### src/rtl/ireq_pkg.sv
package ireq_pkg;
  localparam int unsigned LVL_W  = 5;
  localparam int unsigned SUM_W  = 32;
  localparam int unsigned SW_LO  = 4;
  localparam int unsigned SW_N   = 15;
  localparam int unsigned EXT_LO = 20;
  localparam int unsigned EXT_N  = 11;
  localparam int unsigned AST_W  = 4;
endpackage

### src/rtl/ireq_swreg.sv
module ireq_swreg #(
  parameter int unsigned SUM_W = 32,
  parameter int unsigned SW_LO = 4,
  parameter int unsigned SW_N  = 15
) (
  input  logic             clk_i,
  input  logic             rst_ni,
  input  logic             we_i,
  input  logic [SUM_W-1:0] wdata_i,
  output logic [SUM_W-1:0] req_o
);
  localparam logic [SUM_W-1:0] MASK = SUM_W'(((64'd1 << SW_N) - 64'd1) << SW_LO);

  always_ff @(posedge clk_i or negedge rst_ni) begin
    if (!rst_ni)   req_o <= '0;
    else if (we_i) req_o <= wdata_i & MASK;
  end
endmodule

### src/rtl/ireq_prio.sv
module ireq_prio #(
  parameter int unsigned SUM_W  = 32,
  parameter int unsigned LVL_W  = 5,
  parameter int unsigned SW_LO  = 4,
  parameter int unsigned SW_N   = 15,
  parameter int unsigned EXT_LO = 20,
  parameter int unsigned EXT_N  = 11
) (
  input  logic [SUM_W-1:0] sw_req_i,
  input  logic [EXT_N-1:0] ext_req_i,
  output logic [LVL_W-1:0] lvl_o,
  output logic [SUM_W-1:0] sum_o
);
  localparam logic [SUM_W-1:0] SW_MASK = SUM_W'(((64'd1 << SW_N) - 64'd1) << SW_LO);

  logic [SUM_W-1:0] ext_pos;
  logic [LVL_W-1:0] sw_lvl, ext_lvl;

  // place external lines at their own summary positions
  for (genvar b = 0; b < SUM_W; b++) begin : g_pos
    if (b >= EXT_LO && b < EXT_LO + EXT_N) begin : g_ext
      assign ext_pos[b] = ext_req_i[b-EXT_LO];
    end else begin : g_zero
      assign ext_pos[b] = 1'b0;
    end
  end

  // low-to-high scan: last hit (highest bit) wins
  always_comb begin
    sw_lvl = '0;
    for (int i = 0; i < SW_N; i++)
      if (sw_req_i[SW_LO+i]) sw_lvl = LVL_W'(i + 1);
    ext_lvl = '0;
    for (int k = 0; k < EXT_N; k++)
      if (ext_req_i[k]) ext_lvl = LVL_W'(EXT_LO + k);
  end

  assign lvl_o = (|ext_req_i) ? ext_lvl : sw_lvl;
  assign sum_o = (sw_req_i & SW_MASK) | ext_pos;
endmodule

### src/rtl/ireq_ctrl.sv
module ireq_ctrl #(
  parameter int unsigned SUM_W = 32,
  parameter int unsigned LVL_W = 5,
  parameter int unsigned AST_W = 4
) (
  input  logic             clk_i,
  input  logic             rst_ni,
  input  logic [LVL_W-1:0] lvl_i,
  input  logic [SUM_W-1:0] sum_i,
  input  logic [LVL_W-1:0] ipl_i,
  input  logic [AST_W-1:0] ast_i,
  input  logic             rfe_i,
  output logic             trap_o,
  output logic [SUM_W-1:0] isr_o,
  output logic [LVL_W-1:0] intid_o,
  output logic             ast_err_o
);
  logic chk_q, eval;

  assign eval = chk_q & ~trap_o;

  always_ff @(posedge clk_i or negedge rst_ni) begin
    if (!rst_ni) begin
      chk_q     <= 1'b1;
      trap_o    <= 1'b0;
      isr_o     <= '0;
      intid_o   <= '0;
      ast_err_o <= 1'b0;
    end else begin
      ast_err_o <= eval & (|ast_i);
      if (eval) begin
        chk_q <= rfe_i;
        if (lvl_i != '0 && lvl_i > ipl_i) begin
          trap_o  <= 1'b1;
          isr_o   <= sum_i;
          intid_o <= lvl_i;
        end
      end else if (rfe_i) begin
        chk_q  <= 1'b1;
        trap_o <= 1'b0;
      end
    end
  end
endmodule

### src/rtl/ireq_eval.sv
module ireq_eval
  import ireq_pkg::*;
#(
  parameter int unsigned P_SUM_W  = SUM_W,
  parameter int unsigned P_LVL_W  = LVL_W,
  parameter int unsigned P_SW_LO  = SW_LO,
  parameter int unsigned P_SW_N   = SW_N,
  parameter int unsigned P_EXT_LO = EXT_LO,
  parameter int unsigned P_EXT_N  = EXT_N,
  parameter int unsigned P_AST_W  = AST_W
) (
  input  logic                clk_i,
  input  logic                rst_ni,
  input  logic                sw_we_i,
  input  logic [P_SUM_W-1:0]  sw_wdata_i,
  input  logic [P_EXT_N-1:0]  ext_req_i,
  input  logic [P_AST_W-1:0]  ast_req_i,
  input  logic [P_LVL_W-1:0]  ipl_i,
  input  logic                rfe_i,
  output logic                trap_o,
  output logic [P_SUM_W-1:0]  isr_o,
  output logic [P_LVL_W-1:0]  intid_o,
  output logic                ast_err_o
);
  logic [P_SUM_W-1:0] sw_req, sum;
  logic [P_LVL_W-1:0] lvl;

  ireq_swreg #(.SUM_W(P_SUM_W), .SW_LO(P_SW_LO), .SW_N(P_SW_N)) u_swreg (
    .clk_i, .rst_ni, .we_i(sw_we_i), .wdata_i(sw_wdata_i), .req_o(sw_req)
  );

  ireq_prio #(.SUM_W(P_SUM_W), .LVL_W(P_LVL_W), .SW_LO(P_SW_LO), .SW_N(P_SW_N),
              .EXT_LO(P_EXT_LO), .EXT_N(P_EXT_N)) u_prio (
    .sw_req_i(sw_req), .ext_req_i, .lvl_o(lvl), .sum_o(sum)
  );

  ireq_ctrl #(.SUM_W(P_SUM_W), .LVL_W(P_LVL_W), .AST_W(P_AST_W)) u_ctrl (
    .clk_i, .rst_ni, .lvl_i(lvl), .sum_i(sum), .ipl_i, .ast_i(ast_req_i), .rfe_i,
    .trap_o, .isr_o, .intid_o, .ast_err_o
  );
endmodule

### config.mk
export PLATFORM = sky130hd
export DESIGN_NAME = ireq_eval
export DESIGN_NICKNAME = d
export VERILOG_FILES = /design/src/rtl/ireq_pkg.sv /design/src/rtl/ireq_swreg.sv /design/src/rtl/ireq_prio.sv /design/src/rtl/ireq_ctrl.sv /design/src/rtl/ireq_eval.sv
export SDC_FILE = /design/constraint.sdc
export NUM_CORES = 1
export LEC_CHECK = 0
export CAP_MARGIN = 40
export CELL_PAD_IN_SITES_DETAIL_PLACEMENT = 0
export CELL_PAD_IN_SITES_GLOBAL_PLACEMENT = 2
export CORE_MARGIN = 2
export CORE_UTILIZATION = 26
export DETAILED_ROUTE_END_ITERATION = 8
export PLACE_DENSITY = 0.77
export SYNTH_ARGS = -nofsm -noshare
export SYNTH_HDL_FRONTEND = slang
export SYNTH_SLANG_ARGS = --single-unit
### constraint.sdc
create_clock -name clk_i -period 4.2 [get_ports clk_i]
set_input_delay 0.42 -clock clk_i [delete_from_list [all_inputs] [get_ports clk_i]]
set_output_delay 0.42 -clock clk_i [all_outputs]
set_load 0.01 [all_outputs]
==> results.sh <==
export IMPL_status="completed"
export IMPL_dieArea_um2=9450
export IMPL_maxSlewViolCount=0
export IMPL_clk_latency_ns=0.30
export IMPL_rows=34
export IMPL_end_kind="flop"
export IMPL_drive_gt1_share_pct=12.9
export IMPL_whs_ns=0.0864
export IMPL_grt_pass1_wl_um=9200
export IMPL_ys_flop_type="dfrtp_1"
export IMPL_place_area_um2=3090
export IMPL_path_clk_slew_ns=0.09
export IMPL_initial_utilization_pct=26.3
export IMPL_hpwl_um=4240
export IMPL_worst_slew_pin_slew_ns=0.728
export IMPL_num_fill_cells=870
export IMPL_cp_required_ns=4.40
export IMPL_area_growth_pct=40.6
export IMPL_synthArstFlopShare_pct=100
export IMPL_cts_path_max_buffers=2
export IMPL_crit_start="ext_req_i[8]"
export IMPL_io_buffers=71
export IMPL_fmax_ghz=0.314
export IMPL_syn_inst=189
export IMPL_core_area_um2=8590
export IMPL_yosysWarnings=0
export IMPL_cellLeakagePower_nw=1.36
export IMPL_stdcell_area_um2=3180
export IMPL_drv_cap=0
export IMPL_vias=1743
export IMPL_gp_congestion=0.751
export IMPL_final_setup_tns_ns=0
export IMPL_synth_xor_area_share_pct=0
export IMPL_powerDensity_nw_per_um2=543
export IMPL_worstSetupPathType="input pin to flop"
export IMPL_synth_compound_area_share_pct=20.5
export IMPL_synth_top_family_by_area="compound AO/OA/AOI/OAI gates"
export IMPL_final_min_clock_period_ns=3.18
export IMPL_cts_tree="done"
export IMPL_synth_adder_area_share_pct=2.77
export IMPL_cts_resized=0
export IMPL_worst_path_buf_inv=4
export IMPL_drt_wl_total_um=5560
export IMPL_max_stage_delay_ns=0.51
export IMPL_grt_max_degree=32
export IMPL_diodes=0
export IMPL_cts_htree_levels=2
export IMPL_grt_total_usage_pct=12.1
export IMPL_start_kind="input pin"
export IMPL_synthMuxAreaShare_pct=8.31
export IMPL_synth_area_um2=2260
export IMPL_layout_common_cells="70 x clkdlybuf4s50_1, 48 x dfrtp_1, 29 x a22o_1"
export IMPL_drc_errors=0
export IMPL_worstHoldPathType="input pin to asynchronous set/reset pin"
export IMPL_setup_violations=0
export IMPL_period_share_pct=75.8
export IMPL_path_common_cell="inv_1"
export IMPL_final_common_cell="clkdlybuf4s50_1"
export IMPL_cp_data_arrival_time_ns=3.38
export IMPL_crit_chain="clkdlybuf4s50_1 > or3_1 > a2111oi_0 > a32o_1 > a211oi_1 > inv_1 > ha_1 > inv_1 > a21oi_1 > o21ai_0 > o2111a_1 > o31ai_4 > buf_8 > mux2_4"
export IMPL_syn_avg_cell_area_um2=12.0
export IMPL_ctsRootBufferMaster="clkbuf_8"
export IMPL_max_vdd_ir_drop_mv=0.208
export IMPL_die_h_um=97.2
export IMPL_clock_skew_ns=0.00507
export IMPL_yosysUniqueCellTypes=38
export IMPL_ant_nets=0
export IMPL_wl_per_cell_um=15.0
export IMPL_grt_overflow=0
export IMPL_hold_buffers=0
export IMPL_r2r_start="u_swreg.req_o[7]"
export IMPL_grt_antenna_before_repair=0
export IMPL_slowest_stage="clkdlybuf4s50_1"
export IMPL_via_per_inst=4.69
export IMPL_synth_edff_count=0
export IMPL_cp_top_family="compound AO/OA/AOI/OAI gates"
export IMPL_drt_first_pass_iters=4
export IMPL_slew_headroom_pct=51.3
export IMPL_rsz0062_at_grt="no"
export IMPL_first_global_vias=1746
export IMPL_path_max_fanout=14
export IMPL_drt_iter0_drc=64
export IMPL_synth_simple_area_share_pct=7.75
export IMPL_die_x_um=97.2
export IMPL_hold_viol=0
export IMPL_postCtsSetupBuffers=0
export IMPL_yosys_register_bits=49
export IMPL_nNetsFinal=324
export IMPL_yosysSeqAreaShare_pct=54.3
export IMPL_cts_inserted_buffers=5
export IMPL_num_io_pins=95
export IMPL_cts_sinks=49
==> logic make-up (layout without fill, tap and decap cells) <==
kind of cell | count (synthesis) | count (layout)
compound gates | 57 | 57
fa+ha+maj | 5 | 5
buf+inv | 27 | 97
flops | 49 | 49
mux | 16 | 16
other cells | 1 | 6
simple gates | 34 | 34
==> registers in the layout, indices dropped and copies added (netlist names) <==
register          cells
u_ctrl.ast_err_o      1
u_ctrl.chk_q          1
u_ctrl.intid_o        5
u_ctrl.isr_o         26
u_ctrl.trap_o         1
u_swreg.req_o        15
==> path summary, 6_finish.rpt <==
kind / endpoint / cells after the start / slack, ns
worst max-delay path: u_ctrl.intid_o[1] / 14 / 1.02
worst min-delay path: u_ctrl.isr_o[5] / 1 / 0.09
worst max register to register: u_ctrl.intid_o[4] / 10 / 1.05
worst min register to register: u_ctrl.intid_o[2] / 1 / 0.50
max in group asynchronous: u_ctrl.isr_o[25] / 2 / 3.58
min in group clk_i: u_ctrl.intid_o[2] / 1 / 0.50
==> worst register-to-register path, stage by stage (launching register included) <==
cell and delay [ns]:
dfrtp_1 0.44, or4_1 0.60, a211oi_1 0.26, o21ai_0 0.18, ha_1 0.33, nand3_1 0.09, o21ai_0 0.17, o2111a_1 0.27
buf_4 0.35, o41ai_1 0.15, a22o_1 0.20
==> layer usage <==
| metal | GRT usage [%] | share of wire, % | vias to the layer above |
|---|---|---|---|
| met4 | 2.56 | 0.79 | 0 |
| met5 | 0 | 0 | - |
| li1 | - | - | 837 |
| met3 | 3.24 | 5.4 | 4 |
| met1 | 17.7 | 49 | 844 |
| met2 | 18.1 | 45 | 58 |
==> cell usage after synthesis (all sizes together), types with 3 or more instances <==
| cell type | count | share of area [%] |
|---|---|---|
| dfrtp | 48 | 53 |
| a22o | 29 | 11 |
| mux2 | 16 | 8.3 |
| inv | 13 | 2.2 |
| nor2 | 13 | 2.2 |
| buf | 10 | 3.3 |
| o21ai | 8 | 1.8 |
| ha | 5 | 2.8 |
| nand2 | 5 | 0.83 |
| a21o | 4 | 1.3 |
| clkbuf | 4 | 0.66 |
| a21oi | 3 | 0.66 |
| or3 | 3 | 1.3 |
==> where the power goes <==
part | leakage, nW | total (mW) | internal (mW) | switching [mW]
clock | 0.0364 | 0.283 | 0.117 | 0.166
sequential | 0.588 | 0.747 | 0.637 | 0.110
combinational | 0.732 | 0.695 | 0.430 | 0.265
total | 1.36 | 1.72 | 1.18 | 0.540
==> final cells by class <==
cell class | instances | area [µm²] | area share [%]
tap | 108 | 135 | 4.25
inverter | 13 | 48.8 | 1.54
clock buffer | 5 | 68.8 | 2.17
sequential | 49 | 1230 | 38.6
clock inverter | 3 | 22.5 | 0.709
timing repair buffer | 76 | 763 | 24.0
multi-input combinational | 118 | 912 | 28.7
==> metrics by stage <==
step	worst slack (ns)	utilization, %	power (mW)	std cells
3_5_place_dp	0.721	35.9	1.46	364
2_1_floorplan	1.21	-	1.04	194
5_1_grt	0.782	37.0	1.83	372
6_report	1.02	37.0	1.72	372
3_3_place_gp	0.548	35.5	1.44	362
4_1_cts	1.01	37.0	1.75	372
(Power assumes the default switching activity.)
